==> config.mk <==
export PLATFORM = sky130hd
export DESIGN_NAME = asz_snapshot_i2c
export DESIGN_NICKNAME = d
export VERILOG_FILES = /design/src/rtl/asz_pkg.sv /design/src/rtl/asz_glitch_filter.sv /design/src/rtl/asz_bus_fsm.sv /design/src/rtl/asz_snap_regs.sv /design/src/rtl/asz_snapshot_i2c.sv
export SDC_FILE = /design/constraint.sdc
export NUM_CORES = 1
export LEC_CHECK = 0
export BUFFER_PORTS_ARGS = -buffer_cell sky130_fd_sc_hd__buf_2
export CAP_MARGIN = 10
export CORE_ASPECT_RATIO = 0.7
export CORE_MARGIN = 1.5
export CORE_UTILIZATION = 45
export DETAILED_ROUTE_END_ITERATION = 8
export PLACE_DENSITY = 0.63
export SETUP_SLACK_MARGIN = 0.5
export SKIP_LAST_GASP = 1
export SLEW_MARGIN = 20
export SYNTH_ARGS = -nofsm -noshare
export SYNTH_HDL_FRONTEND = slang
export SYNTH_HIERARCHICAL = 1
export SYNTH_SLANG_ARGS = --single-unit
==> constraint.sdc <==
create_clock -name clk -period 10.1 [get_ports clk]
set_input_delay 1.01 -clock clk [delete_from_list [all_inputs] [get_ports clk]]
set_output_delay 1.01 -clock clk [all_outputs]
set_load 0.005 [all_outputs]
==> src/rtl/asz_pkg.sv <==
package asz_pkg;
  localparam int MEAS_W   = 12;
  localparam int WID_W    = 8;
  localparam int PAIR_W   = 16;
  localparam int NUM_PAIR = 10;
  localparam logic [7:0] MULT_ADDR = 8'h14;
  localparam logic [7:0] STAT_ADDR = 8'h15;
  localparam logic [3:0] MULT_RST  = 4'd2;
  localparam logic [7:0] MULT_MIN  = 8'd1;
  localparam logic [7:0] MULT_MAX  = 8'd8;

  typedef struct packed {
    logic [WID_W-1:0]  v_wid;
    logic [MEAS_W-1:0] v_first;
    logic [MEAS_W-1:0] v_last;
    logic [MEAS_W-1:0] v_per;
    logic [WID_W-1:0]  h_wid;
    logic [MEAS_W-1:0] h_first;
    logic [MEAS_W-1:0] h_last;
    logic [MEAS_W-1:0] fb_start;
    logic [MEAS_W-1:0] fb_stop;
    logic [MEAS_W-1:0] h_per;
    logic              h_neg;
    logic              v_neg;
  } meas_t;

  typedef enum logic [3:0] {
    S_IDLE, S_ADDR, S_AACK, S_SUB, S_SACK, S_WR, S_WACK, S_RD, S_RACK
  } bus_st_t;
endpackage

==> src/rtl/asz_glitch_filter.sv <==
module asz_glitch_filter #(
  parameter int SYNC_STAGES = 2,
  parameter int FILT_CYC    = 3
) (
  input  logic clk,
  input  logic rst_n,
  input  logic din,
  output logic dout
);
  localparam int CW = $clog2(FILT_CYC + 1);

  logic [SYNC_STAGES-1:0] sync_q;
  logic [CW-1:0]          cnt_q, cnt_d;
  logic                   out_q, out_d;
  logic                   smp;

  assign smp  = sync_q[SYNC_STAGES-1];
  assign dout = out_q;

  // the output follows the sample only after FILT_CYC agreeing samples in a row
  always_comb begin
    out_d = out_q;
    cnt_d = '0;
    if (smp != out_q) begin
      if (cnt_q == CW'(FILT_CYC - 1)) out_d = smp;
      else                            cnt_d = cnt_q + 1'b1;
    end
  end

  always_ff @(posedge clk or negedge rst_n) begin
    if (!rst_n) begin
      sync_q <= '1;
      cnt_q  <= '0;
      out_q  <= 1'b1;
    end else begin
      sync_q <= {sync_q[SYNC_STAGES-2:0], din};
      cnt_q  <= cnt_d;
      out_q  <= out_d;
    end
  end
endmodule

==> src/rtl/asz_bus_fsm.sv <==
module asz_bus_fsm import asz_pkg::*; #(
  parameter logic [6:0] DEV_ADDR = 7'h3A
) (
  input  logic       clk,
  input  logic       rst_n,
  input  logic       scl,
  input  logic       sda,
  input  logic [7:0] rd_byte,
  output logic [7:0] ptr,
  output logic       sda_oe,
  output logic       wr_en,
  output logic [7:0] wr_addr,
  output logic [7:0] wr_data,
  output logic       rd_busy,
  output logic       stop_evt
);
  bus_st_t    st_q, st_d;
  logic [3:0] cnt_q, cnt_d;
  logic [7:0] sh_q, sh_d, tx_q, tx_d, ptr_q, ptr_d;
  logic [7:0] wa_q, wa_d, wd_q, wd_d;
  logic       oe_q, oe_d, rdb_q, rdb_d, nack_q, nack_d, we_q, we_d;
  logic       scl_q, sda_q;
  logic       rise, fall, start_c, stop_c;

  assign rise    =  scl & ~scl_q;
  assign fall    = ~scl &  scl_q;
  assign start_c =  scl & scl_q & sda_q & ~sda;
  assign stop_c  =  scl & scl_q & ~sda_q & sda;

  assign ptr      = ptr_q;
  assign sda_oe   = oe_q;
  assign wr_en    = we_q;
  assign wr_addr  = wa_q;
  assign wr_data  = wd_q;
  assign rd_busy  = rdb_q;
  assign stop_evt = stop_c;

  always_comb begin
    st_d   = st_q;
    cnt_d  = cnt_q;
    sh_d   = sh_q;
    tx_d   = tx_q;
    ptr_d  = ptr_q;
    oe_d   = oe_q;
    rdb_d  = rdb_q;
    nack_d = nack_q;
    we_d   = 1'b0;
    wa_d   = wa_q;
    wd_d   = wd_q;
    if (start_c) begin
      st_d  = S_ADDR;
      cnt_d = 4'd0;
      oe_d  = 1'b0;
      rdb_d = 1'b0;
    end else if (stop_c) begin
      st_d  = S_IDLE;
      oe_d  = 1'b0;
      rdb_d = 1'b0;
    end else begin
      unique case (st_q)
        S_ADDR, S_SUB, S_WR: begin
          if (rise && cnt_q != 4'd8) begin
            sh_d  = {sh_q[6:0], sda};
            cnt_d = cnt_q + 4'd1;
          end else if (fall && cnt_q == 4'd8) begin
            if (st_q == S_ADDR) begin
              if (sh_q[7:1] == DEV_ADDR) begin
                oe_d  = 1'b1;
                rdb_d = sh_q[0];
                st_d  = S_AACK;
              end else begin
                st_d  = S_IDLE;
              end
            end else if (st_q == S_SUB) begin
              ptr_d = sh_q;
              oe_d  = 1'b1;
              st_d  = S_SACK;
            end else begin
              we_d  = 1'b1;
              wa_d  = ptr_q;
              wd_d  = sh_q;
              ptr_d = ptr_q + 8'd1;
              oe_d  = 1'b1;
              st_d  = S_WACK;
            end
          end
        end
        S_SACK, S_WACK: begin
          if (fall) begin
            oe_d  = 1'b0;
            cnt_d = 4'd0;
            st_d  = S_WR;
          end
        end
        S_AACK, S_RACK: begin
          if (rise) nack_d = sda;
          if (fall) begin
            if (st_q == S_AACK && !rdb_q) begin
              oe_d  = 1'b0;
              cnt_d = 4'd0;
              st_d  = S_SUB;
            end else if (st_q == S_RACK && nack_q) begin
              oe_d  = 1'b0;
              st_d  = S_IDLE;
            end else begin
              tx_d  = rd_byte;
              oe_d  = ~rd_byte[7];
              ptr_d = ptr_q + 8'd1;
              cnt_d = 4'd1;
              st_d  = S_RD;
            end
          end
        end
        S_RD: begin
          if (fall) begin
            if (cnt_q == 4'd8) begin
              oe_d = 1'b0;
              st_d = S_RACK;
            end else begin
              oe_d  = ~tx_q[6];
              tx_d  = {tx_q[6:0], 1'b0};
              cnt_d = cnt_q + 4'd1;
            end
          end
        end
        default: st_d = S_IDLE;
      endcase
    end
  end

  always_ff @(posedge clk or negedge rst_n) begin
    if (!rst_n) begin
      st_q   <= S_IDLE;
      cnt_q  <= 4'd0;
      sh_q   <= 8'd0;
      tx_q   <= 8'd0;
      ptr_q  <= 8'd0;
      oe_q   <= 1'b0;
      rdb_q  <= 1'b0;
      nack_q <= 1'b1;
      we_q   <= 1'b0;
      wa_q   <= 8'd0;
      wd_q   <= 8'd0;
      scl_q  <= 1'b1;
      sda_q  <= 1'b1;
    end else begin
      st_q   <= st_d;
      cnt_q  <= cnt_d;
      sh_q   <= sh_d;
      tx_q   <= tx_d;
      ptr_q  <= ptr_d;
      oe_q   <= oe_d;
      rdb_q  <= rdb_d;
      nack_q <= nack_d;
      we_q   <= we_d;
      wa_q   <= wa_d;
      wd_q   <= wd_d;
      scl_q  <= scl;
      sda_q  <= sda;
    end
  end
endmodule

==> src/rtl/asz_snap_regs.sv <==
module asz_snap_regs import asz_pkg::*; (
  input  logic       clk,
  input  logic       rst_n,
  input  meas_t      meas_i,
  input  logic       frame_strobe,
  input  logic       rd_busy,
  input  logic [7:0] rd_addr,
  output logic [7:0] rd_data,
  input  logic       wr_en,
  input  logic [7:0] wr_addr,
  input  logic [7:0] wr_data,
  output logic [3:0] clk_mult,
  output logic       pend,
  output meas_t      snap
);
  meas_t       stage_q, stage_d, snap_q, snap_d;
  logic        pend_q, pend_d;
  logic [3:0]  mult_q, mult_d;
  logic [PAIR_W-1:0] pairs [16];

  assign snap     = snap_q;
  assign pend     = pend_q;
  assign clk_mult = mult_q;

  // strobe captures into the stage; the stage reaches the bank once no read is open
  always_comb begin
    stage_d = frame_strobe ? meas_i : stage_q;
    snap_d  = snap_q;
    pend_d  = pend_q;
    if (frame_strobe && !rd_busy) begin
      snap_d = meas_i;
      pend_d = 1'b0;
    end else if (frame_strobe) begin
      pend_d = 1'b1;
    end else if (pend_q && !rd_busy) begin
      snap_d = stage_q;
      pend_d = 1'b0;
    end
  end

  always_comb begin
    mult_d = mult_q;
    if (wr_en && wr_addr == MULT_ADDR && wr_data >= MULT_MIN && wr_data <= MULT_MAX)
      mult_d = wr_data[3:0];
  end

  always_comb begin
    for (int i = 0; i < 16; i++) pairs[i] = '0;
    pairs[0] = {snap_q.v_wid,    {(PAIR_W-WID_W){1'b0}}};
    pairs[1] = {snap_q.v_first,  {(PAIR_W-MEAS_W){1'b0}}};
    pairs[2] = {snap_q.v_last,   {(PAIR_W-MEAS_W){1'b0}}};
    pairs[3] = {snap_q.v_per,    {(PAIR_W-MEAS_W){1'b0}}};
    pairs[4] = {snap_q.h_wid,    {(PAIR_W-WID_W){1'b0}}};
    pairs[5] = {snap_q.h_first,  {(PAIR_W-MEAS_W){1'b0}}};
    pairs[6] = {snap_q.h_last,   {(PAIR_W-MEAS_W){1'b0}}};
    pairs[7] = {snap_q.fb_start, {(PAIR_W-MEAS_W){1'b0}}};
    pairs[8] = {snap_q.fb_stop,  {(PAIR_W-MEAS_W){1'b0}}};
    pairs[9] = {snap_q.h_per,    {(PAIR_W-MEAS_W){1'b0}}};
  end

  always_comb begin
    rd_data = 8'h00;
    if (rd_addr < 8'(2 * NUM_PAIR))
      rd_data = rd_addr[0] ? pairs[rd_addr[4:1]][7:0] : pairs[rd_addr[4:1]][15:8];
    else if (rd_addr == MULT_ADDR)
      rd_data = {4'b0000, mult_q};
    else if (rd_addr == STAT_ADDR)
      rd_data = {6'b000000, snap_q.h_neg, snap_q.v_neg};
  end

  always_ff @(posedge clk or negedge rst_n) begin
    if (!rst_n) begin
      stage_q <= '0;
      snap_q  <= '0;
      pend_q  <= 1'b0;
      mult_q  <= MULT_RST;
    end else begin
      stage_q <= stage_d;
      snap_q  <= snap_d;
      pend_q  <= pend_d;
      mult_q  <= mult_d;
    end
  end
endmodule

==> src/rtl/asz_snapshot_i2c.sv <==
module asz_snapshot_i2c import asz_pkg::*; #(
  parameter logic [6:0] DEV_ADDR    = 7'h3A,
  parameter int         SYNC_STAGES = 2,
  parameter int         FILT_CYC    = 3
) (
  input  logic              clk,
  input  logic              rst_n,
  input  logic              scl_i,
  input  logic              sda_i,
  output logic              sda_oe,
  input  logic              frame_strobe,
  input  logic [WID_W-1:0]  v_width_i,
  input  logic [MEAS_W-1:0] v_first_i,
  input  logic [MEAS_W-1:0] v_last_i,
  input  logic [MEAS_W-1:0] v_period_i,
  input  logic [WID_W-1:0]  h_width_i,
  input  logic [MEAS_W-1:0] h_first_i,
  input  logic [MEAS_W-1:0] h_last_i,
  input  logic [MEAS_W-1:0] fb_start_i,
  input  logic [MEAS_W-1:0] fb_stop_i,
  input  logic [MEAS_W-1:0] h_period_i,
  input  logic              h_neg_i,
  input  logic              v_neg_i,
  output logic [3:0]        clk_mult
);
  localparam int NLINES = 2;

  logic [1:0]        rs_q;
  logic              rst_sync_n;
  logic [NLINES-1:0] line_raw, line_flt;
  logic [7:0]        ptr, rd_byte, wr_addr, wr_data;
  logic              wr_en, rd_busy, stop_evt, snap_pend;
  meas_t             meas, snap_q;

  always_ff @(posedge clk or negedge rst_n) begin
    if (!rst_n) rs_q <= 2'b00;
    else        rs_q <= {rs_q[0], 1'b1};
  end
  assign rst_sync_n = rs_q[1];

  assign line_raw = {sda_i, scl_i};

  for (genvar g = 0; g < NLINES; g++) begin : g_flt
    asz_glitch_filter #(.SYNC_STAGES(SYNC_STAGES), .FILT_CYC(FILT_CYC)) u_filt (
      .clk(clk), .rst_n(rst_sync_n), .din(line_raw[g]), .dout(line_flt[g]));
  end

  assign meas = '{v_wid: v_width_i, v_first: v_first_i, v_last: v_last_i,
                  v_per: v_period_i, h_wid: h_width_i, h_first: h_first_i,
                  h_last: h_last_i, fb_start: fb_start_i, fb_stop: fb_stop_i,
                  h_per: h_period_i, h_neg: h_neg_i, v_neg: v_neg_i};

  asz_bus_fsm #(.DEV_ADDR(DEV_ADDR)) u_fsm (
    .clk(clk), .rst_n(rst_sync_n), .scl(line_flt[0]), .sda(line_flt[1]),
    .rd_byte(rd_byte), .ptr(ptr), .sda_oe(sda_oe), .wr_en(wr_en),
    .wr_addr(wr_addr), .wr_data(wr_data), .rd_busy(rd_busy), .stop_evt(stop_evt));

  asz_snap_regs u_regs (
    .clk(clk), .rst_n(rst_sync_n), .meas_i(meas), .frame_strobe(frame_strobe),
    .rd_busy(rd_busy), .rd_addr(ptr), .rd_data(rd_byte), .wr_en(wr_en),
    .wr_addr(wr_addr), .wr_data(wr_data), .clk_mult(clk_mult),
    .pend(snap_pend), .snap(snap_q));
endmodule

# Yosys cells after proc, flatten, opt, wreduce, memory -nomap -nowiden
# Cells that the tools add are included.
# classes
n_addsub,4
magnitude_cmp,4
eq_ne,42
n_mux,82
n_bitwise,19
n_reduce_logical,35
# op_table
op,n
$mux 114,3
$mux 8,10
$mux 4,19
$bmux 16 s4,1
$mux 7,5
$mux 16,2
$pmux 4 s4,2
$mux 1,29
$eq 8x5->1 const B,3
$ne 4x2->1 const B,6
$eq 4x3->1 const B,4
$pmux 8 s2,1
$reduce_and 8->1,2
$reduce_bool 3->1,5
$mux 2,7
$pmux 7 s2,1
$reduce_and 7->1,2
$ne 3x1->1 const B,4
$not 1->1,11
$ne 2x1->1 const B,5
$ne 2x2->1 const B,5
$logic_and 1x1->1,9
$reduce_and 9->1,1
$add 8x1->8 const B,1
other kinds (30),48
# totals
regBits,298
in_bits,119
out_inout_bits,5
word_cells,232

# Longest topological paths before layout
# logic_depth
depth_word,13
depth_mapped,10
depth_no_buf,7

# Cells and area by module
# Netlist, hierarchy kept.
# modules_own_cells
module,instances,cells_each,area_each_um2,seq_area_each_um2
asz_snap_regs,1,627,9820.7,5831.8
asz_bus_fsm,1,272,2874.0,1330.0
asz_glitch_filter,2,10,178.9,128.9
asz_snapshot_i2c,1,3,53.8,50.0

# Worst setup path before layout
# Ideal clock, no wire load.
# synth_path
path_type,input to register
start,input port frame_strobe
end,"register, netlist name u_regs/snap[100]"
setup_time_ns,0.125
t_arrival_ns,2.249
slack_ns,7.727
cell_stages,5
path_buffers,3
cell_sequence,clkbuf_1 buf_2 buf_2 mux2_2 mux2_2
# synth_between
elab_chain_len,3
# synth_rtl
item,line,source
"start, declared",asz_snapshot_i2c.sv:11,"input logic frame_strobe,"
$logic_and 1x1->1,asz_snap_regs.sv:30,if (frame_strobe && !rd_busy) begin
$ne 2x1->1 (no source line) / $reduce_bool 2->1 (equally long branches),--,
$reduce_and 2->1 (no source line),--,
# Parallel ways exist; a longest one is shown, timed or not.
# A chain may end at the register's enable or synchronous reset.

# Final worst setup path
# layout_path
start,register u_fsm.ptr_q[1] (netlist: u_fsm/ptr[1])
end,register u_fsm.tx_q[4]
# layout_between
elab_chain_len,10
# layout_rtl
item,line,source
"start, declared",asz_bus_fsm.sv:19,"logic [7:0] sh_q, sh_d, tx_q, tx_d, ptr_q, ptr_d;"
"start signal, assigned",asz_bus_fsm.sv:151,ptr_q <= ptr_d;
$not 4->5 (not written as such),asz_snap_regs.sv:64,rd_data = rd_addr[0] ? pairs[rd_addr[4:1]][7:0] : pairs[rd_addr[4:1]][15:8];
$bmux 16 s4,asz_snap_regs.sv:64,
$mux 16 (not written as such) (2 in a row),asz_snap_regs.sv:64,
$mux 8,asz_snap_regs.sv:64,
$mux 8 *,asz_snap_regs.sv:63,if (rd_addr < 8'(2 * NUM_PAIR))
via rd_byte[4],asz_snapshot_i2c.sv:31,"logic [7:0] ptr, rd_byte, wr_addr, wr_data;"
$mux 7 *,asz_bus_fsm.sv:102,end else if (st_q == S_RACK && nack_q) begin
$mux 7 *,asz_bus_fsm.sv:98,if (st_q == S_AACK && !rdb_q) begin
$mux 7 *,asz_bus_fsm.sv:97,if (fall) begin
$pmux 7 s2 *,asz_bus_fsm.sv:60,unique case (st_q)
"end signal, assigned",asz_bus_fsm.sv:150,tx_q <= tx_d;
"end, declared",asz_bus_fsm.sv:19,
# The timed path passes the listed nets; every way through them passes the cells marked *. The select of a mux whose other input is x is not followed.

==> metrics.cfg <==
[finish]
syn2layout_area_growth_pct = 15.16
layout_commonest_cell = dfrtp_1
final_cell_mix = dfrtp_1 (286), mux2_2 (253), buf_2 (122)
drive_above_1_share_pct = 45.15
nNetsFinal = 1160
n_fill_cell = 2450
n_antenna_cell = 0
seq_area_um2 = 7475
fin_area_um2 = 15090
multi_input_area_um2 = 5314

[yosys]
ys_async_sr_fraction_pct = 100.0
synth_ff_type = dfrtp_1
postSynthAreaPerCell_um2 = 14.22
synthesis.nets = 1044
netlist_instances = 922
ys_seq_area_share_pct = 56.99
synth_edf_count = 0
synth-seq-cells = 298
synth_area_um2 = 13110
synth_warnings = 6
ys_types = 80

[global_route]
track_usage_pct = 18.44
grt_pass1_wl_um = 43830
overflow = 0
antenna_found_initial = 0
first_global_vias = 7883
grt_start_max_net_pins = 82

[drt]
drt_iter0_drc = 495
wl_per_cell_um = 19.05
wirelength_um = 27410
drtAntennaViolNets = 0
drc = 0
viasPerCell = 5.427
vias = 7810
detail_route.first_pass.iterations = 5

[pwr]
max-vdd-ir-drop_mv = 0.1567
p_leak_nw = 6.584
power_density_nw_per_um2 = 197.3

[setup_path]
r2r-end = u_fsm/tx_q[4]$_DFFE_PN0P_
path_delay_family = multiplexers
cp-end-kind = flip-flop
worstPathBufferInverterCount = 1
crit_path_frequent_cell = mux2_1
rrSetupSlack_ns = 7.11
reg2reg_depth = 7
critPathLaunch = u_fsm/ptr[1]$_DFFE_PN0P_
crit_arrival_ns = 3.43
timing.rr.start = u_fsm/ptr[1]$_DFFE_PN0P_
slowest_stage = buf_4
cp-start-kind = flip-flop
crit_path_max_fanout = 43
critical_path.max_stage_delay_ns = 0.61
critical_path_class = reg2reg
path_cells = buf_4 > mux2_2 > a221oi_1 > o311ai_0 > and3_1 > mux2_1 > mux2_1
crit_required_ns = 10.53

[clock_network]
numCtsBuffers = 30
cts_max_path_buffers = 3
cts-resized-gates = 0
ctsHtreeMaxLevel = 1
clk_pin_slew_ns = 0.06
cts-root-buf = clkbuf_16
cts.hold.buffers_added = 0
post_cts_buffers = 0
cts_tree = done
cts.sinks = 298
insertion_delay_ns = 0.55

[die]
initial_core_util_pct = 45.58
io_pins = 124
die_h_um = 145.8
die_w_um = 207.0
dieArea_um2 = 30170
core_area_um2 = 28760
rows = 52

[place]
placed_cell_area_um2 = 14000
port_buffers = 123
dp_hpwl_um = 18060
gp_congestion = 0.8127

[status]
outcome = finished clean

[timing]
tns_ns = 0
finalMaxSlewViolations = 0
setup_viol = 0
rsz0062_at_grt = no
period_minus_slack_ns = 2.994
slew_headroom_pct = 36.11
min_period_over_period_pct = 29.65
fmax_mhz = 334.0
fin_skew_ns = 0.01406
worstMarginPinSlew_ns = 0.9451
hold_viol = 0

[hold_path]
hold_path.class = in2async

[job]
maxCapViolCount = 0

state kept, by name, indices dropped and copies added (netlist names), 2 cells and up:
| name | count |
|---|---|
| g_flt.u_filt/dout | 2 |
| u_fsm/tx_q | 7 |
| rs_q | 2 |
| u_fsm/wr_data | 8 |
| g_flt.u_filt/cnt_q | 4 |
| g_flt.u_filt/sync_q | 4 |
| u_regs/clk_mult | 4 |
| u_fsm/wr_addr | 8 |
| u_fsm/sh_q | 8 |
| u_regs/stage_q | 114 |
| u_fsm/st_q | 4 |
| u_fsm/cnt_q | 4 |
| u_fsm/ptr | 8 |
| u_regs/snap | 114 |
power by group:
part	internal, mW	total, mW	switching (mW)
clock	0.722	1.17	0.446
sequential	1.34	1.42	0.0815
combinational	0.204	0.387	0.184
worst reg2reg max path, stage by stage, from the launching register on:
cell and delay, ns:
dfrtp_2 0.34, buf_4 0.61, mux2_2 0.42, a221oi_1 0.49, o311ai_0 0.22, and3_1 0.24, mux2_1 0.29, mux2_1 0.28
final cells by class:
cell class | instances | area share, %
multi-input combinational | 560 | 35.21
clock buffer | 48 | 6.358
timing repair buffer | 132 | 4.651
sequential | 298 | 49.52
tap | 378 | 3.134
inverter | 16 | 0.3979
clock inverter | 7 | 0.7295
routing by layer:
layer	GRT usage [%]	wire, um
met5	0	0
met1	30.12	14380
met3	2.933	1202
met2	25.72	11410
met4	3.453	419
Yosys cell counts (all sizes together), types with 5 or more instances:
| cell type | instances | area [um2] |
|---|---|---|
| nand2b | 9 | 56.30 |
| o22ai | 5 | 31.28 |
| mux4 | 16 | 377.9 |
| and3 | 5 | 31.28 |
| a221oi | 10 | 93.84 |
| o21ai | 21 | 105.1 |
| nand3 | 9 | 57.56 |
| nor2b | 7 | 58.81 |
| nor3 | 11 | 55.05 |
| inv | 16 | 60.06 |
| o311ai | 6 | 67.57 |
| nor2 | 22 | 85.09 |
| dfstp | 10 | 262.8 |
| a31oi | 10 | 62.56 |
| a21oi | 23 | 115.1 |
| dfrtp | 288 | 7207 |
| mux2i | 14 | 140.1 |
| buf | 34 | 220.2 |
| mux2 | 283 | 3194 |
| nand2 | 35 | 133.9 |
| clkbuf | 14 | 53.80 |
metrics by stage:
stage                     setup WS, ns  std cells  hold slack (ns)  util, %  power, mW
after floorplan                  1.197        922           0.3312        -      1.710
after global placement           6.819       1383           0.3343    48.68      1.818
after detailed placement         6.807       1383           0.3371    48.68      1.830
after CTS                        7.120       1438           0.2135    52.40      3.016
after global routing             6.920       1439           0.2258    52.48      3.121
final                            7.106       1439           0.2426    52.48      2.978
worst max-delay path by stage:
stage / end / slack (ns) / depth (start not counted)
CTS: u_regs/snap[12]$_DFFE_PN0P_ / 7.12 / 2
global route: u_fsm/sda_oe$_DFFE_PN0P_ / 6.92 / 8
finish: u_fsm/tx_q[4]$_DFFE_PN0P_ / 7.11 / 7
detailed placement: u_regs/snap[6]$_DFFE_PN0P_ / 6.81 / 4
global placement: u_regs/snap[21]$_DFFE_PN0P_ / 6.82 / 4
floorplan: g_flt[0].u_filt/cnt_q[0]$_DFF_PN0_ / 1.20 / 0
kinds of logic after synthesis:
family,share of synthesized area (%)
DFF,56.99
buffers and inverters,2.549
adders and majority gates,0.2864
muxes,28.32
xor gates and xnor gates,0.3341
other,0.02861
AOI/OAI and AO/OA,5.718
and+or+nand+nor,5.766
No activity file was read; power rests on OpenSTA's default activity.
